$ cat config.mk
export PLATFORM = sky130hd
export DESIGN_NAME = local_hist_predictor
export DESIGN_NICKNAME = d
export VERILOG_FILES = /design/src/rtl/lhp_pkg.sv /design/src/rtl/lhp_hist_table.sv /design/src/rtl/lhp_pattern_table.sv /design/src/rtl/local_hist_predictor.sv
export SDC_FILE = /design/constraint.sdc
export NUM_CORES = 1
export LEC_CHECK = 0
export BUFFER_PORTS_ARGS = -buffer_cell sky130_fd_sc_hd__buf_2
export CORE_UTILIZATION = 35
export DETAILED_ROUTE_END_ITERATION = 10
export PLACE_DENSITY = 0.58
export SLEW_MARGIN = 20
export SYNTH_ARGS = -nofsm -noshare
export SYNTH_HDL_FRONTEND = slang
export SYNTH_SLANG_ARGS = --single-unit
$ cat constraint.sdc
create_clock -name clk_i -period 3.3 [get_ports clk_i]
set_input_delay 0.495 -clock clk_i [delete_from_list [all_inputs] [get_ports clk_i]]
set_output_delay 0.495 -clock clk_i [all_outputs]
set_load 0.01 [all_outputs]
$ cat src/rtl/lhp_pkg.sv
package lhp_pkg;
  typedef logic [1:0] ctr_t;
  localparam ctr_t CTR_SNT = 2'b00;
  localparam ctr_t CTR_WNT = 2'b01;
  localparam ctr_t CTR_ST  = 2'b11;

  function automatic ctr_t ctr_next(ctr_t c, logic taken);
    if (taken) return (c == CTR_ST)  ? c : ctr_t'(c + 2'd1);
    else       return (c == CTR_SNT) ? c : ctr_t'(c - 2'd1);
  endfunction
endpackage

$ cat src/rtl/lhp_hist_table.sv
module lhp_hist_table #(
  parameter int IDX_W  = 6,
  parameter int HIST_W = 4
) (
  input  logic              clk_i,
  input  logic              rst_ni,
  input  logic [IDX_W-1:0]  rd_idx_i,
  output logic [HIST_W-1:0] rd_hist_o,
  input  logic              wr_en_i,
  input  logic [IDX_W-1:0]  wr_idx_i,
  input  logic              wr_taken_i
);
  localparam int ENTRIES = 1 << IDX_W;

  logic [HIST_W-1:0] hist_q [ENTRIES];
  logic [HIST_W-1:0] shifted;

  assign rd_hist_o = hist_q[rd_idx_i];
  assign shifted   = HIST_W'({hist_q[wr_idx_i], wr_taken_i});

  always_ff @(posedge clk_i or negedge rst_ni) begin
    if (!rst_ni) begin
      for (int i = 0; i < ENTRIES; i++) hist_q[i] <= '0;
    end else if (wr_en_i) begin
      hist_q[wr_idx_i] <= shifted;
    end
  end

  // newest outcome lands in bit 0
  assert_hist_lsb_R5: assert property (@(posedge clk_i) disable iff (!rst_ni)
    wr_en_i |=> hist_q[$past(wr_idx_i)][0] == $past(wr_taken_i));

  assert_hist_hold_R5: assert property (@(posedge clk_i) disable iff (!rst_ni)
    !wr_en_i |=> $stable(rd_hist_o) || $changed(rd_idx_i));
endmodule

$ cat src/rtl/lhp_pattern_table.sv
module lhp_pattern_table
  import lhp_pkg::*;
#(
  parameter int HIST_W = 4
) (
  input  logic              clk_i,
  input  logic              rst_ni,
  input  logic [HIST_W-1:0] rd_idx_i,
  output logic              rd_msb_o,
  input  logic              upd_en_i,
  input  logic [HIST_W-1:0] upd_idx_i,
  input  logic              upd_taken_i
);
  localparam int ENTRIES = 1 << HIST_W;

  ctr_t ctr_q [ENTRIES];

  for (genvar g = 0; g < ENTRIES; g++) begin : g_ctr
    always_ff @(posedge clk_i or negedge rst_ni) begin
      if (!rst_ni)                                   ctr_q[g] <= CTR_WNT;
      else if (upd_en_i && upd_idx_i == HIST_W'(g))  ctr_q[g] <= ctr_next(ctr_q[g], upd_taken_i);
    end
  end

  assign rd_msb_o = ctr_q[rd_idx_i][1];

  assert_ctr_sat_hi_R4: assert property (@(posedge clk_i) disable iff (!rst_ni)
    (upd_en_i && upd_taken_i && ctr_q[upd_idx_i] == CTR_ST) |=> ctr_q[$past(upd_idx_i)] == CTR_ST);

  assert_ctr_sat_lo_R4: assert property (@(posedge clk_i) disable iff (!rst_ni)
    (upd_en_i && !upd_taken_i && ctr_q[upd_idx_i] == CTR_SNT) |=> ctr_q[$past(upd_idx_i)] == CTR_SNT);

  assert_ctr_step_R4: assert property (@(posedge clk_i) disable iff (!rst_ni)
    (upd_en_i && upd_taken_i && ctr_q[upd_idx_i] != CTR_ST)
      |=> ctr_q[$past(upd_idx_i)] == ctr_t'($past(ctr_q[upd_idx_i]) + 2'd1));
endmodule

$ cat src/rtl/local_hist_predictor.sv
module local_hist_predictor #(
  parameter int PC_W   = 32,
  parameter int IDX_W  = 6,
  parameter int HIST_W = 4
) (
  input  logic              clk_i,
  input  logic              rst_ni,
  input  logic              pred_req_i,
  input  logic [PC_W-1:0]   pred_pc_i,
  output logic              pred_valid_o,
  output logic              pred_taken_o,
  output logic [HIST_W-1:0] pred_hist_o,
  input  logic              upd_valid_i,
  input  logic [PC_W-1:0]   upd_pc_i,
  input  logic [HIST_W-1:0] upd_hist_i,
  input  logic              upd_taken_i
);
  localparam int PC_LSB = 2;
  localparam int PC_MSB = PC_LSB + IDX_W - 1;

  logic [IDX_W-1:0]  pred_idx, upd_idx;
  logic [HIST_W-1:0] rd_hist, hist_q;
  logic              valid_q, ctr_msb;

  assign pred_idx = pred_pc_i[PC_MSB:PC_LSB];
  assign upd_idx  = upd_pc_i[PC_MSB:PC_LSB];

  lhp_hist_table #(.IDX_W(IDX_W), .HIST_W(HIST_W)) u_hist (
    .clk_i      (clk_i),
    .rst_ni     (rst_ni),
    .rd_idx_i   (pred_idx),
    .rd_hist_o  (rd_hist),
    .wr_en_i    (upd_valid_i),
    .wr_idx_i   (upd_idx),
    .wr_taken_i (upd_taken_i)
  );

  // first lookup registered; second lookup reads from the captured history
  always_ff @(posedge clk_i or negedge rst_ni) begin
    if (!rst_ni) begin
      valid_q <= 1'b0;
      hist_q  <= '0;
    end else begin
      valid_q <= pred_req_i;
      if (pred_req_i) hist_q <= rd_hist;
    end
  end

  lhp_pattern_table #(.HIST_W(HIST_W)) u_pat (
    .clk_i       (clk_i),
    .rst_ni      (rst_ni),
    .rd_idx_i    (hist_q),
    .rd_msb_o    (ctr_msb),
    .upd_en_i    (upd_valid_i),
    .upd_idx_i   (upd_hist_i),
    .upd_taken_i (upd_taken_i)
  );

  assign pred_valid_o = valid_q;
  assign pred_taken_o = ctr_msb;
  assign pred_hist_o  = hist_q;

  assert_valid_rise_R2: assert property (@(posedge clk_i) disable iff (!rst_ni)
    pred_req_i |=> pred_valid_o);

  assert_valid_fall_R2: assert property (@(posedge clk_i) disable iff (!rst_ni)
    !pred_req_i |=> !pred_valid_o);

  assert_hist_capture_R8: assert property (@(posedge clk_i) disable iff (!rst_ni)
    pred_req_i |=> pred_hist_o == $past(rd_hist));
endmodule

Yosys cells after proc, flatten, opt, wreduce, memory -nomap -nowiden --
Cells that the tools add are included.
Storage, ports and cells: input bits 73, register bits 293, word-level logic and storage cells 294, output and inout port bits 6
Cells by class: reductions and logical operators 50, $lt $le $gt $ge 4, bitwise logic cells 3, equal/unequal tests 63, mux-type cells 60, add/subtract/negate cells 32
Operators with widths (count):
- bitwise mux 256 bit | 1
- 2-to-1 mux 2 bit | 50
- inequality test 2 bit, second input constant | 32
- binary-select mux 4 bit (select 6 bit) | 2
- AND reduction 3 bit | 16
- adder 2 x 1 -> 2 bit, second input constant | 16
- == test 2 bit, second input constant | 16
- == test 4 bit, second input constant | 8
- logical NOT 2 bit | 16
- subtractor 2 x 1 -> 2 bit, second input constant | 16
- demux 4 bit (select 6 bit) | 1
- logical AND 1 bit | 17
- == test 4 x 3 -> 1 bit, second input constant | 4
- >= comparator 7 bit, second input constant | 2
- NOT 6 -> 7 bit | 2
- 2-to-1 mux 4 bit | 3
- binary-select mux 2 bit (select 4 bit) | 1
- == test 4 x 2 -> 1 bit, second input constant | 2
- < comparator 7 x 1 -> 1 bit, second input constant | 1
- 2-to-1 mux 3 bit | 2
- >= comparator 5 bit, second input constant | 1
- NOT 4 -> 5 bit | 1
- == test 4 x 1 -> 1 bit, second input constant | 1
- logical NOT 4 bit | 1

Longest topological paths before layout --
Gate-level depths: netlist of the first run.
depth in word-level cells 6, gate-level depth with buffers 9, gate-level depth less buffers 5

Modules after synthesis --
Synthesis of the first run repeated with hierarchy kept, for this count alone.
Unflattened totals: cell total of the unflattened synthesis 1317, area total of the unflattened synthesis 15618.7 µm²
Modules (own cells, without submodules):
- lhp_hist_table | area an instance 13492.9 µm², times used 1, cells an instance 1102, seq. area each 6406.1 µm²
- lhp_pattern_table | area an instance 1955.6 µm², times used 1, cells an instance 206, seq. area each 820.8 µm²
- local_hist_predictor | area an instance 170.2 µm², times used 1, cells an instance 9, seq. area each 125.1 µm²

Worst setup path before layout of the first run --
No wires, ideal clock.
kind input to register, start input upd_pc_i[2], end register u_hist.hist_q[205] (netlist bit), slack 1.078 ns, library setup time 0.134 ns, path buffers 3, data required time 3.166 ns, arrival time 2.088 ns, stages 8, path through buf_4 buf_2 mux2_1 a22oi_1 o211ai_1 a211oi_2 buf_2 a21oi_1
Between the ends: longest elaborated chain between the ends 6, elaborated cells between the ends (all ways) 10, classes of those cells order compare: 2; mux: 6; bitwise: 1; reduce/logical: 1
RTL lines:
- start, declared | line local_hist_predictor.sv:14 | input logic [PC_W-1:0] upd_pc_i,
- NOT 6 -> 7 bit (not written as such) (*) | line lhp_hist_table.sv:19, lhp_hist_table.sv:25
- >= comparator 7 bit (not written as such) / < comparator 7 x 1 -> 1 bit (equally long branches) | line lhp_hist_table.sv:25 | hist_q[wr_idx_i] <= shifted;
- logical AND 1 bit (not written as such) | line lhp_hist_table.sv:25
- 2-to-1 mux 4 bit (not written as such) | line lhp_hist_table.sv:25
- demux 4 bit (select 6 bit) | line lhp_hist_table.sv:25
- bitwise mux 256 bit (*) | line lhp_hist_table.sv:25
- end signal, assigned by index | line lhp_hist_table.sv:25
- end, declared | line lhp_hist_table.sv:15 | logic [HIST_W-1:0] hist_q [ENTRIES];
Mark *: on every way between the ends. The rest lies on a longest branch, timed or not. The select of a mux whose other input is x is not followed. A chain may end at the register's enable or synchronous reset.

Final worst setup path of the first run --
start register hist_q[1], in the netlist pred_hist_o[1], end output pred_taken_o
Between the ends: longest elaborated chain between the ends 4
RTL lines:
- start, declared | line local_hist_predictor.sv:22 | logic [HIST_W-1:0] rd_hist, hist_q;
- start signal, assigned | line local_hist_predictor.sv:45 | if (pred_req_i) hist_q <= rd_hist;
- NOT 4 -> 5 bit (not written as such) | line lhp_pattern_table.sv:25 | assign rd_msb_o = ctr_q[rd_idx_i][1];
- binary-select mux 2 bit (select 4 bit) | line lhp_pattern_table.sv:25
- 2-to-1 mux 2 bit (not written as such) (2 in a row) | line lhp_pattern_table.sv:25
- end, declared | line local_hist_predictor.sv:11 | output logic pred_taken_o,
Every way passes these cells. The select of a mux whose other input is x is not followed.

==> results.sh, run 1 <==
export IMPL_status="finished, final reports clean"
export IMPL_rr_startpoint="u_hist.hist_q[89]"
export IMPL_skew_ns=0.0233
export IMPL_min_period_over_period_pct=87.9
export IMPL_nets=1453
export IMPL_r2r_cells=6
export IMPL_crit_path_end_kind="output pin"
export IMPL_clkSinkCount=293
export IMPL_dr_pass1_iters=7
export IMPL_post_cts_setup_buffer_count=0
export IMPL_place_gp_congestion=0.875
export IMPL_tightest_slew_ns=0.880
export IMPL_dp_hpwl_mm=31.0
export IMPL_core_sq_mm=0.0432
export IMPL_synth_cells=1326
export IMPL_io_pins=79
export IMPL_fp_dieH_microns=212
export IMPL_yosys_area_top_type="dfrtp_1"
export IMPL_cts_buffers=34
export IMPL_hp_class="input port to register"
export IMPL_setup_violations=0
export IMPL_drtAntennaViolNets=0
export IMPL_cts_max_level=2
export IMPL_root_buffer="clkbuf_16"
export IMPL_rsz0062_at_grt="false"
export IMPL_ys_top_cells_by_area="dfrtp_1, mux2_2, mux4_2, nor2_1, a21oi_1"
export IMPL_wirelength_mm=45.0
export IMPL_vias=11400
export IMPL_start_util_pct=35.6
export IMPL_drcViolationCount=0
export IMPL_synthTopCellsByCount="dfrtp_1, nor2_1, mux2_2"
export IMPL_ys_ff_latch=293
export IMPL_path_class="register to output pin"
export IMPL_hold_violations=0
export IMPL_utilization_pct=40.8
export IMPL_maxCapViolCount=0
export IMPL_critical_path_max_fanout=6
export IMPL_drive_above_1_share_pct=31.7
export IMPL_cts_tree="done"
export IMPL_drv_slew=0
export IMPL_post_drt_via_cell_ratio=5.71
export IMPL_grt_antenna_before_repair=0
export IMPL_setup_tns_ns=0
export IMPL_instances_no_fill=1991
export IMPL_synth_nets=1399
export IMPL_io_buffers=26
export IMPL_p_leak_nw=7.48
export IMPL_die_area_sq_mm=0.0447
export IMPL_synth_edff_count=0
export IMPL_synth_flop_cell="dfrtp_1"
export IMPL_cts_resized=0
export IMPL_placementRows=76
export IMPL_worstPathArrival_ns=2.40
export IMPL_async_flop_share_pct=100
export IMPL_required_ns=2.80
export IMPL_ys_seq_area_share_pct=47.8
export IMPL_min_to="pred_valid_o"
export IMPL_drt_iter0_drc=925
export IMPL_netlist_area_sq_mm=0.0154
export IMPL_fp_dieW_microns=212
export IMPL_synth_most_common_cell="dfrtp_1"
export IMPL_cp_start_kind="register"
export IMPL_grt_max_degree=129
export IMPL_grt_pass1_vias=11500
export IMPL_finalCriticalPeriod_ns=2.90
export IMPL_p_total_mw=9.63
export IMPL_whs_ns=0.187
export IMPL_slew_headroom_pct=40.9
export IMPL_synth_top_cell_area_share_pct=45.1
export IMPL_grt_pass1_wl_mm=70.3
export IMPL_yosys_warnings=0
export IMPL_peakVddDrop_mv=0.385
export IMPL_dpl_cell_count=1928
export IMPL_fmax_ghz=0.345
export IMPL_p_per_area_mw_per_mm2=547
export IMPL_grt_overflow=0
export IMPL_clk_latency_ns=0.53
export IMPL_holdPathStages=1
export IMPL_grt_use_total_pct=20.8
export IMPL_clockBufferDepth=3
export IMPL_wl_per_cell_microns=22.6
export IMPL_avgSynthCellArea_sq_um=11.6
export IMPL_r2r_slack_ns=1.23
export IMPL_yosysUniqueCellTypes=63
export IMPL_hold_start="pred_req_i"
export IMPL_worst_r2r_endpoint="u_hist.hist_q[242]"
export IMPL_area_growth_pct=14.5
export IMPL_clkTransAtPathRegs_ns=0.06
## metrics by stage
stage,setup slack (ns),area [sq um]
after global routing,0.371,17600
after global placement,0.334,16500
after CTS,0.395,17600
after floorplan,1.08,15400
final,0.401,17600
after detailed placement,0.336,16500
## report_power, final
part | internal [mW] | total [mW] | switching [mW]
combinational | 0.710 | 1.45 | 0.738
sequential | 4.06 | 4.42 | 0.354
clock | 2.23 | 3.76 | 1.53
## worst max-delay path: stages, from the launching register on
cell	delay, ns
dfrtp_1	0.67
mux4_2	0.60
mux4_2	0.45
buf_2	0.15
## metal layers
layer	global-route usage, %	part of all wire, %
met1	28.9	44
met2	31.9	46
met3	4.69	7.0
met4	7.07	3.0
met5	1.00	0.13
## how the worst max path moves through the flow
stage / end / from / cells past startpoint
final: pred_taken_o / pred_hist_o[1] / 3
after floorplan: u_hist.hist_q[205] / upd_pc_i[2] / 8
after global placement: u_hist.hist_q[246] / upd_pc_i[4] / 6
after global routing: pred_taken_o / pred_hist_o[1] / 3
after CTS: pred_taken_o / pred_hist_o[1] / 3
after detailed placement: u_hist.hist_q[244] / upd_pc_i[4] / 6
## final cells by class
| type | instances | area (sq um) |
|---|---|---|
| inverters | 11 | 41.3 |
| fillers | 4173 | 25600 |
| repair buffers | 99 | 781 |
| multi-input cells | 941 | 7590 |
| flip-flops and latches | 293 | 7350 |
| well taps | 585 | 732 |
| clock buffers | 51 | 986 |
| clock inverters | 10 | 110 |
| diodes | 1 | 2.50 |
## flip-flops by register name, summed over array words and instances, names as in the netlist
signal	count
pred_hist_o	4
pred_valid_o	1
u_pat.ctr_q	32
u_hist.hist_q	256
## kinds of logic (layout without fill, tap and decap cells)
group	Yosys count	after routing	synth area share, %
DFF	293	293	47.8
other	0	1	0
buffers and inverters	92	171	2.79
AOI/OAI and AO/OA	317	317	12.8
muxes	286	286	26.6
and+or+nand+nor	338	338	9.93
## cells in the final DEF (no fill, tap or decap), drive strengths merged, types with 3 or more instances in the layout
| master | instances |
|---|---|
| nand2 | 45 |
| mux2i | 17 |
| o221ai | 9 |
| nor3b | 5 |
| o2bb2ai | 5 |
| clkinv | 6 |
| a22oi | 15 |
| inv | 12 |
| o22ai | 26 |
| nor3 | 7 |
| nor2 | 202 |
| buf | 98 |
| nand3 | 13 |
| nand3b | 12 |
| or2 | 4 |
| dfstp | 16 |
| clkbuf | 51 |
| o31ai | 8 |
| nor2b | 16 |
| a2bb2oi | 3 |
| a221oi | 17 |
| a221o | 8 |
| o32ai | 5 |
| dfrtp | 277 |
| a211oi | 10 |
| mux2 | 197 |
| and3b | 8 |
| a31oi | 7 |
| and2 | 5 |
| a21oi | 136 |
| nand2b | 13 |
| o21ai | 53 |
| mux4 | 72 |
## repair_timing
| action | CTS | global route |
|---|---|---|
| endpoints found under the setup margin | 0 | 0 |
| hold buffers | 1 | 0 |
| endpoints found under the hold margin | 15 | 0 |
Note: power is estimated with default switching activity, not from simulation.
==> run 2: changes to the inputs <==
--- a/config.mk
+++ b/config.mk
@@ -7,6 +7,7 @@
 export LEC_CHECK = 0
 export BUFFER_PORTS_ARGS = -buffer_cell sky130_fd_sc_hd__buf_2
 export CORE_UTILIZATION = 35
+export CTS_BUF_LIST = sky130_fd_sc_hd__clkbuf_4
 export DETAILED_ROUTE_END_ITERATION = 10
 export PLACE_DENSITY = 0.58
 export SLEW_MARGIN = 20
==> run 2 against run 1 <==
- worst setup slack lost 0.24 ns
- non-clock buffer count grew 1
- sequential power is essentially flat
- via count grew 2.4%
- combinational power is essentially flat
- maximum frequency shrank 7.5%
- critical endpoint unchanged
- largest power group unchanged
- worst hold slack lost 0.0047 ns
- sequential share of layout area grew 0.065 points
- final area shrank 0.16%
- global-route usage grew 0.35 points
==> results.sh, run 2 (synthesis results as in run 1) <==
export IMPL_largest_reg_flops=256
export IMPL_path_buf_inv=1
export IMPL_io_buffers=26
export IMPL_setup_tns_ns=0
export IMPL_whs_ns=0.183
export IMPL_layout_common_cells="dfrtp_1, nor2_1, mux2_2, a21oi_1, clkbuf_4"
export IMPL_dr_pass1_iters=5
export IMPL_top_register="u_hist.hist_q"
export IMPL_finalCriticalPeriod_ns=3.14
export IMPL_cts_buffers=81
export IMPL_required_ns=2.80
export IMPL_grt_pass1_wl_mm=71.1
export IMPL_dpl_worst_slack_ns=0.336
export IMPL_place_gp_congestion=0.875
export IMPL_nets=1501
export IMPL_utilization_pct=40.7
export IMPL_die_area_sq_mm=0.0447
export IMPL_dp_hpwl_mm=31.0
export IMPL_cp_common_cell="mux4_2"
export IMPL_cts_resized=0
export IMPL_drtAntennaViolNets=0
export IMPL_grt_antenna_before_repair=1
export IMPL_worstPathArrival_ns=2.64
export IMPL_clkSinkCount=293
export IMPL_p_total_mw=9.32
export IMPL_grt_max_degree=129
export IMPL_drv_slew=0
export IMPL_post_drt_via_cell_ratio=5.62
export IMPL_cts_max_level=3
export IMPL_core_sq_mm=0.0432
export IMPL_placementRows=76
export IMPL_final_common_cell="dfrtp_1"
export IMPL_path_cells="mux4_2 > mux4_2 > buf_2"
export IMPL_drcViolationCount=0
export IMPL_start_util_pct=35.6
export IMPL_post_cts_setup_buffer_count=0
export IMPL_clk_latency_ns=0.79
export IMPL_min_period_over_period_pct=95.0
export IMPL_hold_buffers=2
export IMPL_maxCapViolCount=0
export IMPL_setup_violations=0
export IMPL_drive_above_1_share_pct=35.3
export IMPL_max_stage_delay_ns=0.67
export IMPL_fp_dieH_microns=212
export IMPL_root_buffer="clkbuf_4"
export IMPL_wl_per_cell_microns=21.9
export IMPL_slew_headroom_pct=41.4
export IMPL_fmax_ghz=0.319
export IMPL_peakVddDrop_mv=0.270
export IMPL_vias=11600
export IMPL_path_class="register to output pin"
export IMPL_crit_path_end_kind="output pin"
export IMPL_area_growth_pct=14.3
export IMPL_p_per_area_mw_per_mm2=530
export IMPL_io_pins=79
export IMPL_multi_input_area_sq_mm=0.00759
export IMPL_cts_tree="done"
export IMPL_drt_iter0_drc=945
export IMPL_status="finished, final reports clean"
export IMPL_clkTransAtPathRegs_ns=0.06
export IMPL_wirelength_mm=45.4
export IMPL_critPathSlowestCell="dfrtp_1"
export IMPL_fp_dieW_microns=212
export IMPL_grt_overflow=0
export IMPL_critical_path_max_fanout=6
export IMPL_skew_ns=0.0656
export IMPL_p_leak_nw=7.58
export IMPL_crit_family="multiplexers"
export IMPL_tightest_slew_ns=0.873
export IMPL_rsz0062_at_grt="false"
export IMPL_hold_violations=0
export IMPL_final_seq_area_sq_mm=0.00735
export IMPL_grt_use_total_pct=21.2
export IMPL_hp_class="input port to register"
export IMPL_setup_ws_ns=0.165
export IMPL_grt_pass1_vias=11900
export IMPL_cp_start_kind="register"
export IMPL_nFillCells=4235
export IMPL_clockBufferDepth=3
-- run 2: cell types whose count changed in the layout (fill, tap and decap cells not counted), sizes merged --
cell         previous run  this run
clkbuf                 51       122
dlygate4sd3             1         2
clkinv                  6        16
-- run 2: final timing paths --
check / from / end / slack [ns] / cells after the start
min in group asynchronous: rst_ni / u_pat.ctr_q[11] / 0.22 / 2
worst min-delay path: upd_hist_i[3] / u_pat.ctr_q[18] / 0.18 / 4
worst max register to register: u_hist.hist_q[73] / u_hist.hist_q[226] / 1.22 / 6
worst max-delay path: pred_hist_o[1] / pred_taken_o / 0.16 / 3
max in group asynchronous: rst_ni / u_hist.hist_q[179] / 2.12 / 3
worst min register to register: u_pat.ctr_q[2] / u_pat.ctr_q[2] / 0.50 / 2
-- run 2: metrics by stage --
step	area, sq um	instances
finish	17600	2073
CTS	17600	2072
global route	17600	2073
detailed placement	16500	1928
global placement	16500	1928
floorplan	15400	1326
-- run 2: area by class of cell --
type / instances / share of cell area, %
Multi-Input combinational cell: 941 / 43.2
Sequential cell: 293 / 41.8
Clock buffer: 122 / 5.21
Timing Repair Buffer: 100 / 4.50
Tap cell: 585 / 4.17
Clock inverter: 20 / 0.812
Inverter: 11 / 0.235
Antenna cell: 1 / 0.0142
-- run 2: worst register-to-register path, delay by kind of cell, from the launching register on --
| family | cells | cell delay [ns] |
|---|---|---|
| flops | 1 | 0.40 |
| mux | 2 | 0.55 |
| buf+inv | 1 | 0.17 |
| compound gates | 3 | 0.83 |
-- run 2: power by group --
part | leakage [nW] | switching [mW] | internal, mW
logic | 3.17 | 0.736 | 0.711
clock network | 0.629 | 1.61 | 1.84
registers | 3.78 | 0.356 | 4.06
-- run 2: layer usage --
layer | GRT usage (%) | part of all wire [%] | vias to the layer above
li1 | - | - | 5214
met1 | 28.5 | 43 | 5863
met2 | 32.3 | 46 | 458
met3 | 5.53 | 8.0 | 107
met4 | 8.42 | 3.0 | 2
met5 | 1.00 | 0.13 | -
